===== src/rtl/oneshot_pkg.sv =====
package oneshot_pkg;

  typedef enum logic [1:0] {
    PH_IDLE   = 2'd0,
    PH_DISCH  = 2'd1,
    PH_CHARGE = 2'd2
  } phase_e;

  // Cycles spent in the charge phase for a given width; never below one.
  function automatic int unsigned charge_cycles(input int unsigned width,
                                                input int unsigned blind);
    if (width > blind) return width - blind;
    return 1;
  endfunction

endpackage


===== src/rtl/os_sync.sv =====
module os_sync #(
  parameter int unsigned     W       = 1,
  parameter logic [W-1:0]    RST_VAL = '0
) (
  input  logic         clk,
  input  logic         rst_n,
  input  logic [W-1:0] d_in,
  output logic [W-1:0] d_out
);
  logic [W-1:0] stage1, stage2;

  always_ff @(posedge clk or negedge rst_n) begin
    if (!rst_n) begin
      stage1 <= RST_VAL;
      stage2 <= RST_VAL;
    end else begin
      stage1 <= d_in;
      stage2 <= stage1;
    end
  end

  assign d_out = stage2;
endmodule


===== src/rtl/os_trig_qual.sv =====
module os_trig_qual (
  input  logic clk,
  input  logic rst_n,
  input  logic a_lvl_n,
  input  logic b_lvl,
  output logic fire
);
  logic a_prev, b_prev;
  logic b_rise, a_fall;

  always_ff @(posedge clk or negedge rst_n) begin
    if (!rst_n) begin
      a_prev <= 1'b1;
      b_prev <= 1'b0;
    end else begin
      a_prev <= a_lvl_n;
      b_prev <= b_lvl;
    end
  end

  assign b_rise = b_lvl & ~b_prev;
  assign a_fall = ~a_lvl_n & a_prev;
  assign fire   = (b_rise & ~a_lvl_n) | (a_fall & b_lvl);

  // a firing always coincides with the gating level of both inputs
  a_r2_fire_levels: assert property (@(posedge clk) disable iff (!rst_n)
    fire |-> (!a_lvl_n && b_lvl));
endmodule


===== src/rtl/os_chan_timer.sv =====
module os_chan_timer
  import oneshot_pkg::*;
#(
  parameter int unsigned CNT_W     = 16,
  parameter int unsigned BLIND_CYC = 4
) (
  input  logic             clk,
  input  logic             rst_n,
  input  logic             clr_ok,
  input  logic             fire,
  input  logic [CNT_W-1:0] width,
  output logic             q
);
  localparam logic [CNT_W-1:0] BLIND_M1 = CNT_W'(BLIND_CYC - 1);

  phase_e           phase;
  logic [CNT_W-1:0] cnt;
  logic [CNT_W-1:0] chg_m1;
  logic [CNT_W-1:0] chg_m1_next;

  // Named events for assertions
  logic start_ok, retrig_ok, blind_drop, disch_end, charge_end;

  assign chg_m1_next = CNT_W'(charge_cycles(32'(width), BLIND_CYC) - 1);
  assign start_ok    = clr_ok && (phase == PH_IDLE) && fire && (width != '0);
  assign retrig_ok   = clr_ok && (phase == PH_CHARGE) && fire;
  assign blind_drop  = clr_ok && (phase == PH_DISCH) && fire;
  assign disch_end   = clr_ok && (phase == PH_DISCH) && (cnt == '0);
  assign charge_end  = clr_ok && (phase == PH_CHARGE) && !fire && (cnt == '0);

  always_ff @(posedge clk or negedge rst_n) begin
    if (!rst_n) begin
      phase  <= PH_IDLE;
      cnt    <= '0;
      chg_m1 <= '0;
    end else if (!clr_ok) begin
      phase <= PH_IDLE;
      cnt   <= '0;
    end else begin
      case (phase)
        PH_IDLE: begin
          if (start_ok) begin
            phase  <= PH_DISCH;
            cnt    <= BLIND_M1;
            chg_m1 <= chg_m1_next;
          end
        end
        PH_DISCH: begin
          if (disch_end) begin
            phase <= PH_CHARGE;
            cnt   <= chg_m1;
          end else begin
            cnt <= cnt - 1'b1;
          end
        end
        PH_CHARGE: begin
          if (retrig_ok) begin
            phase  <= PH_DISCH;
            cnt    <= BLIND_M1;
            chg_m1 <= chg_m1_next;
          end else if (charge_end) begin
            phase <= PH_IDLE;
          end else begin
            cnt <= cnt - 1'b1;
          end
        end
        default: phase <= PH_IDLE;
      endcase
    end
  end

  assign q = (phase != PH_IDLE) && clr_ok;

  // a low clear always leaves the channel idle on the next cycle
  a_r6_clear_idles: assert property (@(posedge clk) disable iff (!rst_n)
    !clr_ok |=> (phase == PH_IDLE));
  // an accepted start enters the blind phase with a full blind count
  a_r3_start_blind: assert property (@(posedge clk) disable iff (!rst_n)
    start_ok |=> (phase == PH_DISCH) && (cnt == BLIND_M1));
  // pulse stays active across the blind-to-charge change
  a_r3_phase_handoff: assert property (@(posedge clk) disable iff (!rst_n)
    disch_end |=> (phase == PH_CHARGE) && q);
  // a charge-phase trigger reloads the blind count
  a_r4_retrig_reload: assert property (@(posedge clk) disable iff (!rst_n)
    retrig_ok |=> (phase == PH_DISCH) && (cnt == BLIND_M1));
  // a trigger inside the blind phase does not disturb the countdown
  a_r5_blind_ignored: assert property (@(posedge clk) disable iff (!rst_n)
    (blind_drop && (cnt != '0)) |=> (phase == PH_DISCH) && (cnt == $past(cnt) - 1'b1));
endmodule


===== src/rtl/oneshot_pair.sv =====
module oneshot_pair #(
  parameter int unsigned NCH       = 2,
  parameter int unsigned CNT_W     = 16,
  parameter int unsigned BLIND_CYC = 4
) (
  input  logic                 clk,
  input  logic                 rst_n,
  input  logic [NCH-1:0]       trig_a_n,
  input  logic [NCH-1:0]       trig_b,
  input  logic [NCH-1:0]       clear_n,
  input  logic [NCH*CNT_W-1:0] width_cfg,
  output logic [NCH-1:0]       pulse,
  output logic [NCH-1:0]       pulse_n
);
  localparam logic [NCH-1:0] ALL_ONE  = {NCH{1'b1}};
  localparam logic [NCH-1:0] ALL_ZERO = {NCH{1'b0}};

  logic [NCH-1:0] a_s, b_s, clr_s;

  os_sync #(.W(NCH), .RST_VAL(ALL_ONE))  u_sync_a   (.clk(clk), .rst_n(rst_n), .d_in(trig_a_n), .d_out(a_s));
  os_sync #(.W(NCH), .RST_VAL(ALL_ZERO)) u_sync_b   (.clk(clk), .rst_n(rst_n), .d_in(trig_b),   .d_out(b_s));
  os_sync #(.W(NCH), .RST_VAL(ALL_ZERO)) u_sync_clr (.clk(clk), .rst_n(rst_n), .d_in(clear_n),  .d_out(clr_s));

  for (genvar c = 0; c < NCH; c++) begin : g_ch
    logic fire;

    os_trig_qual u_qual (
      .clk     (clk),
      .rst_n   (rst_n),
      .a_lvl_n (a_s[c]),
      .b_lvl   (b_s[c]),
      .fire    (fire)
    );

    os_chan_timer #(.CNT_W(CNT_W), .BLIND_CYC(BLIND_CYC)) u_timer (
      .clk    (clk),
      .rst_n  (rst_n),
      .clr_ok (clr_s[c]),
      .fire   (fire),
      .width  (width_cfg[c*CNT_W +: CNT_W]),
      .q      (pulse[c])
    );
  end

  assign pulse_n = ~pulse;
endmodule


===== config.mk =====
export PLATFORM = sky130hd
export DESIGN_NAME = oneshot_pair
export DESIGN_NICKNAME = d
export VERILOG_FILES = /design/src/rtl/oneshot_pkg.sv /design/src/rtl/os_sync.sv /design/src/rtl/os_trig_qual.sv /design/src/rtl/os_chan_timer.sv /design/src/rtl/oneshot_pair.sv
export SDC_FILE = /design/constraint.sdc
export NUM_CORES = 1
export LEC_CHECK = 0
export BUFFER_PORTS_ARGS = -buffer_cell sky130_fd_sc_hd__buf_4
export CORE_UTILIZATION = 62
export DETAILED_ROUTE_END_ITERATION = 16
export PLACE_DENSITY_LB_ADDON = 0.15
export SKIP_CTS_REPAIR_TIMING = 1
export SLEW_MARGIN = 20
export SYNTH_ARGS = -nofsm -noshare
export SYNTH_HDL_FRONTEND = slang
export SYNTH_SLANG_ARGS = --single-unit

===== constraint.sdc =====
create_clock -name clk -period 2.83 [get_ports clk]
set_clock_uncertainty 0.2 [all_clocks]
set_input_delay 0.283 -clock clk [delete_from_list [all_inputs] [get_ports clk]]
set_output_delay 0.283 -clock clk [all_outputs]
set_load 0.02 [all_outputs]

==> results of run 1 <==
## cell usage after synthesis (7+ instances only)
master     number
a211oi_1       10
a21oi_1        34
a22o_1         14
a31oi_1        14
a32o_1          7
and2_1         10
buf_2          18
buf_4           7
clkbuf_1       22
dfrtp_1        78
ha_1           22
inv_1          32
nand2_1        74
nand2b_1       10
nand3_1        26
nand4_1        11
nor2_1         53
nor2b_1         7
nor3_1         27
nor4_1         16
o21a_1          7
o21ai_0        40
o22ai_1        12
o2bb2ai_1      15
o31ai_1        12
o41ai_1         7
or3_1          10
or4_1          10
xnor2_1        24
xor2_1         15
## layer usage
layer  track usage, %  wire length, um
met1            47.91             8248
met2            50.70             8097
met3            6.555             1354
met4            11.87              387
met5                0                0
## registers in the layout (all words and copies together) (netlist names)
name	flops
g_ch.u_timer.cnt	32
g_ch.u_timer.phase	4
g_ch.u_timer.chg_m1	32
u_sync_a.d_out	2
u_sync_b.stage1	2
u_sync_clr.d_out	2
u_sync_b.d_out	2
g_ch.u_qual.b_prev	2
u_sync_a.stage1	2
g_ch.u_qual.a_prev	2
u_sync_clr.stage1	2
## area by class of cell
| cell class | count | area [sq um] |
|---|---|---|
| clock buffer | 9 | 123.9 |
| clock inverter | 7 | 123.9 |
| fill | 769 | 2597 |
| inverter | 32 | 120.1 |
| multi-input combinational | 607 | 4126 |
| sequential | 84 | 2110 |
| tap | 136 | 170.2 |
| timing repair buffer | 124 | 952.2 |
## worst paths after layout
path / end / cells after the start / slack, ns
max: g_ch[0].u_timer.cnt[7] / 5 / 0.11
min: g_ch[0].u_timer.chg_m1[9] / 3 / 0.11
max reg2reg: g_ch[0].u_timer.cnt[7] / 5 / 0.11
min reg2reg: u_sync_b.d_out[1] / 0 / 0.16
max in group asynchronous: g_ch[1].u_timer.chg_m1[1] / 2 / 1.59
min in group asynchronous: g_ch[0].u_timer.cnt[8] / 2 / 0.32
## tightest hold or removal path: stages
cell	delay, ns
buf_4	0.16
xnor2_1	0.14
o31ai_1	0.06
## cell families after synthesis
logic type | Yosys count
compound gates | 230
xor+xnor | 39
fa+ha+maj | 22
buf+inv | 86
flops | 84
mux | 11
simple gates | 305
## where the power goes
part	internal [mW]	switching, mW
combinational	1.42	1.98
sequential	1.49	0.255
clock	0.592	0.462
==> results by group, run 1 <==
Status
  • Status: finished clean

Synth
  • Avg Inst Size Synth: 8.510 sq um
  • Simple-Gate Fraction of Synth Area: 26.00%
  • Synth Area in Compound Gates: between 20 and 25%
  • Seq cells post-synth: 84
  • Seq/Total Area, Yosys: 31.90%
  • Cell area after synthesis: 6613 sq um
  • Largest family of logic cells by synthesized area: simple AND/OR/NAND/NOR gates
  • Xor/xnor share of the synthesized area: 5.166%
  • Yosys top cell by area: dfrtp_1
  • Cell variety after synth: 87
  • Synth top area cells: dfrtp_1, nand2_1, ha_1
  • Post-synthesis mux area share: 1.760%
  • Syn. warnings: 0
  • Synth Flop Type: dfrtp_1
  • Async set-reset flop share out of synthesis: 100.0%
  • Post-synth EDFFs: 0
  • Adder-Cell Fraction of Synth Area: 4.163%
  • Cell count after synthesis: 777
  • Share of the synthesized area in the top cell type: 29.52%
  • Syn_nets: 839

Power
  • PwrDens: roughly 800 nW/um^2
  • Leak Pwr: 3.328 nW
  • Overall power: ~6.2 mW
  • Maximum vdd drop: 0.5772 mV

Global routing
  • Initial antenna violation count: 0
  • Vias in the first global route: a little over 6000
  • Pin count of the biggest net entering global routing: 85
  • First-pass GRT wire length: 29900 um
  • Total track usage: 33.56%
  • GRT overflow: 0

Timing
  • Final Hold Vio Count: 0
  • Slew headroom: 45.68%
  • TNS Setup: 0 ns
  • Slew Viols, Final: 0
  • Final worst setup slack: 0.1055 ns
  • WHS: 0.1075 ns
  • Setup violations, final: 0
  • Worst-margin pin slew: 0.8094 ns
  • RSZ-0062 raised after global routing: false
  • Final period utilization: 96.27%
  • Min Tclk post-route: 2.725 ns
  • FMAX: 0.3670 GHz

Place
  • Inst Count DP: 976
  • Dpl cell area: 7403 sq um
  • Final Wtd Congestion: 0.9446
  • IO buf count: 43
  • Pre-CTS WS: -0.1400 ns
  • Post-DP HPWL: 13420 um

Worst setup path
  • Critical path launch point: g_ch[0].u_timer.cnt[4]
  • Crit start category: flop
  • Worst Setup End Kind: flop
  • Crit path kind: reg -> reg
  • Critical Path Max Stage Delay: between 0.6 and 0.7 ns
  • Critical-path cell list: or4_1, nor4_2, o21ai_1, a32o_1, o2bb2ai_1
  • WP data required: around 2.9 ns
  • Delay-heaviest family, CP: simple AND/OR/NAND/NOR gates
  • Slowest CP cell: or4_1
  • Worst EP arrival: approximately 2.8 ns
  • Crit path buffers/inverters: 0
  • RR Startpoint: g_ch[0].u_timer.cnt[4]
  • Critical-path maximum fanout: 10

Floorplanning
  • Die height: 105.3 um
  • Die W: 105.3 um
  • Num ports: 44
  • Initial core utilization: 64.05%
  • Core area: 10320 sq um
  • FP Rows: 37
  • DIE AREA: 11080 sq um

Cells and area
  • Layout cells sized above 1: 21.44%
  • Antenna diodes: 0
  • Fin cells: 999
  • Nets@finish: 920
  • Commonest cells after routing, fill and taps aside: buf_4, dfrtp_1, nand2_1, nor2_1, o21ai_0
  • Commonest non-fill, non-tap cell in the layout: buf_4
  • Final Cell Area: ~7700 sq um
  • Final Core Density: 74.84%
  • Area growth from synthesis to layout: 16.84%

Routing
  • Wire length per cell: 18.11 um
  • 1st-iter DRT viols: 572
  • Detail Route Antenna Nets: 0
  • DR pass1 iterations: 5
  • Via count: 6447
  • Vias per cell: approximately 6.5
  • WL final: around 18000 um
  • DRC: 0

Min path
  • HP Start: width_cfg[9]
  • Worst hold path type: in -> reg

Run
  • MaxCap Viol Count: 0

Clock network
  • Total CTS buffers: 9
  • CTS clk-pin slew, worst paths: 0.09 ns
  • Root Buffer Master: clkbuf_8
  • CTS tree: done
  • Later-pin clock latency in the skew report: 0.38 ns
  • H-tree lvl count: 3
  • Clock Sink Count: 84
  • Maximum root-to-sink buffer count: 2
(Power assumes the default switching activity.)
==> inputs of run 2 (changes only) <==
--- a/config.mk
+++ b/config.mk
@@ -13,4 +13,5 @@
 export SLEW_MARGIN = 20
 export SYNTH_ARGS = -nofsm -noshare
 export SYNTH_HDL_FRONTEND = slang
+export SYNTH_HIERARCHICAL = 1
 export SYNTH_SLANG_ARGS = --single-unit
==> results by group, run 2 <==
Global routing
  • Initial antenna violation count: 0 (unchanged)
  • First-pass GRT wire length: 24680 um (-17%)
  • Pin count of the biggest net entering global routing: 43 (-49%)
  • GRT overflow: 0 (unchanged)
  • Vias in the first global route: 5297 (-14%)
  • Total track usage: 30.25% (-3.3 points)

Worst setup path
  • Crit path kind: reg -> reg
  • RR Startpoint: g_ch[0].u_timer/cnt[8]
  • Flop2flop setup slack: 0.1 ns (about the same)
  • Critical-path maximum fanout: 7 (-3)
  • Worst Setup End Kind: flop
  • Worst R2R End: g_ch[0].u_timer/cnt[2]
  • Critical path launch point: g_ch[0].u_timer/cnt[8]
  • Worst EP arrival: 2.78 ns (about the same)
  • WP data required: 2.88 ns (about the same)
  • Cells on worst reg2reg path: 6 (+1)
  • Crit start category: flop

Routing
  • Detail Route Antenna Nets: 0 (unchanged)
  • Top routing layer used: met4
  • Wire length per cell: 15.98 um (-12%)
  • 1st-iter DRT viols: 301 (-47%)
  • WL met2: 6909 um (-15%)
  • Met1 WL: 6771 um (-18%)
  • Vias per cell: 6.130 (-5.0%)
  • DRC: 0 (unchanged)
  • Via count: 5572 (-14%)
  • DR pass1 iterations: 4 (-1)
  • Met3 WL: 692 um (-49%)
  • WL final: 14530 um (-20%)

Synth
  • Synth Area in Compound Gates: 24.36% (-0.45 points)
  • Seq/Total Area, Yosys: 34.74% (+2.8 points)
  • Cell variety after synth: 84 (-3.4%)
  • Syn. warnings: 6 (+6)
  • Syn_nets: 741 (-12%)
  • Adder-Cell Fraction of Synth Area: 4.698% (+0.54 points)
  • Yosys top cell by area: dfrtp_1
  • Async set-reset flop share out of synthesis: 100.0% (unchanged)
  • Cell count after synthesis: 679 (-13%)
  • Cell area after synthesis: 6072 sq um (-8.2%)
  • Simple-Gate Fraction of Synth Area: 22.69% (-3.3 points)
  • Commonest cells in the netlist: dfrtp_1, nand2_1, nor2_1
  • Seq cells post-synth: 84 (unchanged)
  • Synth top area cells: dfrtp_1, ha_1, nand2_1
  • Most common cell in the netlist: dfrtp_1
  • Synth Flop Type: dfrtp_1
  • Post-synth EDFFs: 0 (unchanged)
  • Share of the synthesized area in the top cell type: 32.15% (+2.6 points)
  • Avg Inst Size Synth: 8.943 sq um (+5.1%)
  • Post-synthesis mux area share: 1.566% (-0.19 points)
  • Xor/xnor share of the synthesized area: 6.202% (+1.0 points)
  • Largest family of logic cells by synthesized area: compound AO/OA/AOI/OAI gates

Cells and area
  • Area growth from synthesis to layout: 19.66%
  • Commonest non-fill, non-tap cell in the layout: buf_4
  • Reg area: 2110 sq um (unchanged)
  • Layout cells sized above 1: 23.97% (+2.5 points)
  • Final Cell Area: 7266 sq um (-6.0%)
  • Commonest cells after routing, fill and taps aside: buf_4, dfrtp_1, nand2_1, nor2_1, inv_1
  • Nets@finish: 837 (-9.0%)
  • Multi-input gate area: 3670 sq um (-11%)
  • # fillers: 674 (-12%)
  • Largest registers: g_ch.u_timer/chg_m1: 32 flops, g_ch.u_timer/cnt: 32 flops, g_ch.u_timer/phase: 4 flops
  • Fin cells: 909 (-9.0%)
  • Final Core Density: 77.53% (+2.7 points)
  • Antenna diodes: 0 (unchanged)

Timing
  • FMAX: 0.3662 GHz (-0.23%)
  • Slew headroom: 38.49% (-7.2 points)
  • RSZ-0062 raised after global routing: false
  • WHS: 0.1246 ns (+0.01708 ns)
  • Slew Viols, Final: 0 (unchanged)
  • Min Tclk post-route: 2.731 ns (+0.006292 ns)
  • Final Hold Vio Count: 0 (unchanged)
  • TNS Setup: 0 ns (unchanged)
  • Final period utilization: 96.50% (+0.22 points)
  • Final worst setup slack: 0.09917 ns (-0.006292 ns)
  • Setup violations, final: 0 (unchanged)
  • Worst-margin pin slew: 0.9171 ns (+0.1077 ns)

Place
  • Final Wtd Congestion: 0.8775 (-7.1%)
  • Post-DP HPWL: 10740 um (-20%)
  • Inst Count DP: 886 (-9.2%)
  • Dpl cell area: 6988 sq um (-5.6%)
  • IO buf count: 43 (unchanged)
  • Pre-CTS WS: -0.2357 ns (-0.09572 ns)

Min path
  • HP Start: width_cfg[1]
  • Worst hold endpoint: g_ch[0].u_timer/chg_m1[1]
  • Worst hold path type: in -> reg
  • Hold path depth: 4 (+1)

Clock network
  • H-tree lvl count: 3 (unchanged)
  • Clock Sink Count: 84 (unchanged)
  • Total CTS buffers: 9 (unchanged)
  • CTS clk-pin slew, worst paths: 0.10 ns (about the same)
  • CTS tree: done
  • Root Buffer Master: clkbuf_8
  • Later-pin clock latency in the skew report: 0.36 ns (-0.02 ns)
  • Maximum root-to-sink buffer count: 2 (unchanged)

Power
  • Overall power: 6.970 mW (+12%)
  • Leak Pwr: 3.168 nW (-4.8%)
  • PwrDens: 959.3 nW/um^2 (+20%)
  • Maximum vdd drop: 0.5122 mV (-11%)

Floorplanning
  • Die height: 101.0 um (-4.1%)
  • Num ports: 44 (unchanged)
  • Initial core utilization: 64.79% (+0.74 points)
  • Core area: 9371 sq um (-9.2%)
  • Die W: 101.0 um (-4.1%)
  • FP Rows: 35 (-5.4%)
  • DIE AREA: 10190 sq um (-8.0%)

Run
  • MaxCap Viol Count: 0 (unchanged)

Status
  • Status: finished clean
[run 2: cell count changes in the layout (fill, tap and decap cells not counted), sizes merged, moves of 7 or more]
cell / before / now
o21ai: 47 / 38
xor2: 15 / 25
nand3: 26 / 17
nand2: 75 / 64
a211oi: 11 / 4
nor2: 53 / 44
a22oi: 2 / 21
o2bb2ai: 15 / 0
nor3: 29 / 19
inv: 33 / 46
and2: 11 / 4
[run 2: cell families (layout without fill, tap and decap cells)]
kind of cell / Yosys count / after routing
multiplexers: 9 / 9
flip-flops: 84 / 84
XOR/XNOR: 43 / 43
buffers and inverters: 78 / 179
AND/OR/NAND/NOR: 243 / 243
adder cells (fa/ha/maj): 23 / 23
AO/OA/AOI/OAI: 199 / 199
[run 2: critical path, stage by stage, from the launching register on]
cell	delay, ns
dfrtp_1	0.40
or4_4	0.55
or4_4	0.57
o31ai_4	0.33
a211oi_1	0.21
a31oi_1	0.26
o22ai_2	0.10
[run 2: power breakdown]
part | total [mW] | switching [mW] | internal (mW) | leakage [nW]
combinational | 4.08 | 2.35 | 1.72 | 1.99
sequential | 1.99 | 0.383 | 1.61 | 1.07
clock | 0.900 | 0.475 | 0.425 | 0.108
total | 6.97 | 3.21 | 3.76 | 3.17
[run 2: per-layer routing]
metal | global-route usage, % | vias up
met4 | 8.250 | 0
met5 | 0 | -
met1 | 42.33 | 2678
li1 | - | 2717
met3 | 5.132 | 16
met2 | 48.63 | 161
[run 2: layout make-up]
type | count | share of cell area [%]
Timing Repair Buffer | 120 | 13.16
Multi-Input combinational cell | 517 | 50.51
Clock inverter | 7 | 1.154
Tap cell | 129 | 2.221
Clock buffer | 9 | 1.705
Inverter | 43 | 2.221
Sequential cell | 84 | 29.03
[run 2: worst max-delay path by stage]
stage / to / slack (ns) / depth (start not counted)
after CTS: g_ch[0].u_timer/cnt[2] / 0.11 / 6
after global placement: g_ch[1].u_timer/chg_m1[12] / -0.15 / 13
final: g_ch[0].u_timer/cnt[2] / 0.1 / 6
after detailed placement: g_ch[1].u_timer/chg_m1[6] / -0.24 / 14
after global routing: g_ch[1].u_timer/chg_m1[10] / 0.007 / 14
after floorplan: g_ch[1].u_timer/chg_m1[14] / -0.28 / 12
